==> src/rtl/ram_wrap_pkg.sv <==
package ram_wrap_pkg;
  function automatic int unsigned depth_of(input int unsigned addr_w);
    return 32'd1 << addr_w;
  endfunction
endpackage

==> src/rtl/ram_wrap_array.sv <==
module ram_wrap_array
  import ram_wrap_pkg::*;
#(
  parameter int unsigned ADDR_W = 4,
  parameter int unsigned DATA_W = 8
) (
  input  logic              clk_i,
  input  logic              rst_ni,
  input  logic              we_i,
  input  logic [ADDR_W-1:0] waddr_i,
  input  logic [DATA_W-1:0] wdata_i,
  input  logic              rd_req_i,
  input  logic [ADDR_W-1:0] raddr_i,
  output logic [DATA_W-1:0] rdata_o,
  output logic              rvld_o
);
  localparam int unsigned DEPTH = depth_of(ADDR_W);

  logic [DATA_W-1:0] mem_q [DEPTH];

  // array on inverted clock
  always_ff @(negedge clk_i) begin
    if (we_i) mem_q[waddr_i] <= wdata_i;
  end

  // read sampled at the same edge: sees pre-write contents
  always_ff @(negedge clk_i or negedge rst_ni) begin
    if (!rst_ni) begin
      rdata_o <= '0;
      rvld_o  <= 1'b0;
    end else begin
      rvld_o <= rd_req_i;
      if (rd_req_i) rdata_o <= mem_q[raddr_i];
    end
  end
endmodule

==> src/rtl/ram_wrap_out_reg.sv <==
module ram_wrap_out_reg #(
  parameter int unsigned DATA_W = 8
) (
  input  logic              clk_i,
  input  logic              rst_ni,
  input  logic              vld_i,
  input  logic [DATA_W-1:0] data_i,
  output logic [DATA_W-1:0] data_o
);
  always_ff @(posedge clk_i or negedge rst_ni) begin
    if (!rst_ni)    data_o <= '0;
    else if (vld_i) data_o <= data_i;
  end
endmodule

==> src/rtl/registered_ram_wrap.sv <==
module registered_ram_wrap #(
  parameter int unsigned ADDR_W = 4,
  parameter int unsigned DATA_W = 8
) (
  input  logic              clk_i,
  input  logic              rst_ni,
  input  logic              we_i,
  input  logic [ADDR_W-1:0] waddr_i,
  input  logic [DATA_W-1:0] wdata_i,
  input  logic              rd_req_i,
  input  logic [ADDR_W-1:0] raddr_i,
  output logic [DATA_W-1:0] dout_o
);
  logic [DATA_W-1:0] arr_rdata;
  logic              arr_rvld;

  ram_wrap_array #(.ADDR_W(ADDR_W), .DATA_W(DATA_W)) u_array (
    .clk_i    (clk_i),
    .rst_ni   (rst_ni),
    .we_i     (we_i),
    .waddr_i  (waddr_i),
    .wdata_i  (wdata_i),
    .rd_req_i (rd_req_i),
    .raddr_i  (raddr_i),
    .rdata_o  (arr_rdata),
    .rvld_o   (arr_rvld)
  );

  ram_wrap_out_reg #(.DATA_W(DATA_W)) u_out (
    .clk_i  (clk_i),
    .rst_ni (rst_ni),
    .vld_i  (arr_rvld),
    .data_i (arr_rdata),
    .data_o (dout_o)
  );
endmodule

==> config.mk <==
export PLATFORM = sky130hd
export DESIGN_NAME = registered_ram_wrap
export DESIGN_NICKNAME = d
export VERILOG_FILES = /design/src/rtl/ram_wrap_pkg.sv /design/src/rtl/ram_wrap_array.sv /design/src/rtl/ram_wrap_out_reg.sv /design/src/rtl/registered_ram_wrap.sv
export SDC_FILE = /design/constraint.sdc
export NUM_CORES = 1
export LEC_CHECK = 0
export BUFFER_PORTS_ARGS = -buffer_cell sky130_fd_sc_hd__buf_2
export CORE_MARGIN = 5
export CORE_UTILIZATION = 45
export DETAILED_ROUTE_END_ITERATION = 10
export HOLD_SLACK_MARGIN = 0.06
export PLACE_DENSITY_LB_ADDON = 0.15
export REMOVE_ABC_BUFFERS = 1
export SLEW_MARGIN = 20
export SYNTH_ARGS = -nofsm -noshare
export SYNTH_HDL_FRONTEND = slang
export SYNTH_SLANG_ARGS = --single-unit
==> constraint.sdc <==
create_clock -name clk_i -period 2.35 [get_ports clk_i]
set_clock_uncertainty 0.2 [all_clocks]
set_input_delay 0.47 -clock clk_i [delete_from_list [all_inputs] [get_ports clk_i]]
set_output_delay 0.47 -clock clk_i [all_outputs]
set_load 0.01 [all_outputs]
==> key figures <==
Run status
  • Status: finished, violations left
  • Failing checks: negative setup slack

Timing
  • RSZ-0062 raised after global routing: true
  • Endpoints failing setup: 104
  • Final hold vios: 0
  • Worst Max-Slew Pin Slew: 361 ps
  • PnR worst setup slack: -328 ps
  • Max-slew headroom: 0.760
  • Slew Viols, Final: 0

Power and ir drop
  • PD cells: 885 nW/um^2
  • Max rail drop VDD: 0.466 mV
  • P_leak: 0.00315 uW

Final layout
  • Fin cells: 645
  • Layout Area Growth over Synthesis: 36.3%
  • Nets: 480
  • N_diodes: 0
  • Share of post-route cells with drive strength above 1: 0.387
  • Most frequent cells in the layout: inv_1 (128), edfxtp_1 (128), mux4_2 (32)
  • Fillers: 894
  • Post-route cell area: 7700 um^2

Clocking
  • Worst-path clk slew: 70 ps
  • CTS Buf Count: 17
  • CTS HTree Levels: 4
  • CTS Sinks: 145
  • CTS Root Cell: clkbuf_16
  • Clock Latency Late Sink: 460 ps
  • CTS Buffer Depth: 2
  • CTS tree: done

Detailed routing
  • DRT Pass-1 Iters: 6
  • Via count: 3,181
  • Number of routed nets with antenna violations: 0
  • DRC: 0
  • Initial DRC Count: 158
  • Total detailed-routing wirelength: 11.7 mm
  • WL per Instance: 18.2 um
  • Vias per cell: 4.93

Setup path
  • CP Class: input pin to register
  • Worst path slowest cell: mux4_2
  • Setup crit start kind: input pin
  • Worst-path fanout max: 5
  • CP Capture Type: register
  • CP bufs+invs: 3
  • Critical path, cell by cell: buf_12 > buf_12 > buf_4 > mux4_2 > o22ai_2 > a221oi_2
  • Delay-heaviest family, CP: multiplexers
  • Critical path data arrival time: 1530 ps
  • Most used cell, CP: buf_12
  • Max incr delay on CP: 490 ps
  • CP Data Required Time: 1200 ps

Placement
  • HPWL Detailed: 7.16 mm
  • Post-place instance area: 6200 um^2
  • GPL Wtd Cong: 0.702
  • Port Buffers: 27
  • DP Cell Count: 480

Die
  • Core area: 12,500 um^2
  • Num rows: 41
  • Die Area: 14,900 um^2
  • Initial Utilization: 0.454
  • Die extent in x: 122 um
  • I/O pin total: 28
  • Die span in y: 122 um

Worst hold path
  • Hold crit path type: input pin to asynchronous set/reset pin

Synthesis
  • Average cell area after synthesis: 21.8 um^2
  • Syn. warnings: 0
  • Seq/Total Area, Yosys: 0.755
  • Yosys top cell area share: 0.680
  • Yosys cell types: 26
  • Yosys top cell by area: edfxtp_1
  • Synthesized flop and latch total: 145
  • Cell count after synthesis: 259
  • Post-synth design cell area: 5650 um^2
  • Synth top area cells: edfxtp_1 (68%), mux4_2 (10%), dfrtn_1 (4.0%)

Global routing
  • First-pass GRT wire length: 18.6 mm
  • GRT Overall Usage: 0.174
  • Largest net degree at the start of global routing: 17
  • Initial antenna violation count: 0
  • Gr ovfl total: 0
  • Vias in the first global route: 3,601

Flow run
  • Maxcap violations: 0
[timing repair]
item | 4_1_cts | 5_1_grt
resized for setup | 77 | 25
pin swaps | 11 | 4
setup buffers | 4 | 0
cloned | 2 | 0
hold buffers | 1 | 0
hold endpoints to repair | 3 | 0
endpoints found under the setup margin | 135 | 135
[registers in the layout (all words and copies together), names as in the netlist]
signal	count
u_array.mem_q	128
u_array.rdata_o	8
u_array.rvld_o	1
u_out.data_o	8
[power by group]
part / leakage (uW) / switching, uW / internal [uW]
clock network: 0.000968 / 1640 / 1750
registers: 0.00134 / 42.1 / 2920
logic: 0.000839 / 224 / 249
[layout make-up]
| type | count | area, um^2 | share of cell area |
|---|---|---|---|
| clock buffers | 18 | 450 | 0.0585 |
| repair buffers | 70 | 713 | 0.0926 |
| flip-flops and latches | 145 | 4270 | 0.554 |
| clock inverters | 142 | 603 | 0.0783 |
| multi-input cells | 98 | 1450 | 0.189 |
| well taps | 172 | 215 | 0.0279 |
[cell families (layout without fill, tap and decap cells)]
group           count (synthesis)  after routing  synth area share
buf+inv                        16            230            0.0241
simple gates                   34             34            0.0281
compound gates                 16             16            0.0312
flops                         145            145             0.755
mux                            48             48             0.162
[path summary, 6_finish.rpt]
check | startpoint | endpoint | slack, ps | cells after the start
hold / removal | rst_ni | u_out.data_o[7] | 290 | 2
hold reg to reg | u_out.data_o[4] | u_out.data_o[4] | 310 | 1
max in group asynchronous | rst_ni | u_array.rdata_o[7] | 270 | 2
setup / recovery | raddr_i[1] | u_array.rdata_o[2] | -330 | 6
setup reg to reg | u_array.rvld_o | u_out.data_o[2] | 20 | 2
min in group clk_i | u_out.data_o[4] | u_out.data_o[4] | 310 | 1
[through the flow]
step	total power [uW]	setup WS, ps	utilization	hold slack, ps	setup TNS [ps]
2_1_floorplan	3480	-988	-	-25.6	-76520
3_3_place_gp	3690	-940	0.497	196	-82650
3_5_place_dp	3700	-943	0.497	200	-83560
4_1_cts	6880	-317	0.611	286	-12800
5_1_grt	7280	-348	0.618	300	-16600
6_report	6820	-328	0.618	289	-15210
[routing by layer]
layer	GRT usage	wire length, um	vias to the layer above
li1	-	-	1479
met1	0.216	4960	1616
met2	0.280	6100	80
met3	0.0631	596	6
met4	0.0686	46	0
met5	0	0	-
[synthesized netlist by cell type]
cell type and count:
edfxtp_1 128, mux4_2 26, nor2_1 20, dfrtn_1 9, a221oi_2 8, dfrtp_1 8
mux2_2 8, mux2i_1 8, o22ai_1 7, mux4_1 6, buf_6 5, buf_1 4
nor3_1 4, nand2b_1 3, buf_12 2, buf_2 2, nand3b_1 2, and2_1 1
buf_4 1, clkbuf_1 1, inv_1 1, nand2_1 1, nand3_1 1, o22ai_2 1
or2_2 1, or3b_2 1
Note: power is estimated with default switching activity, not from simulation.
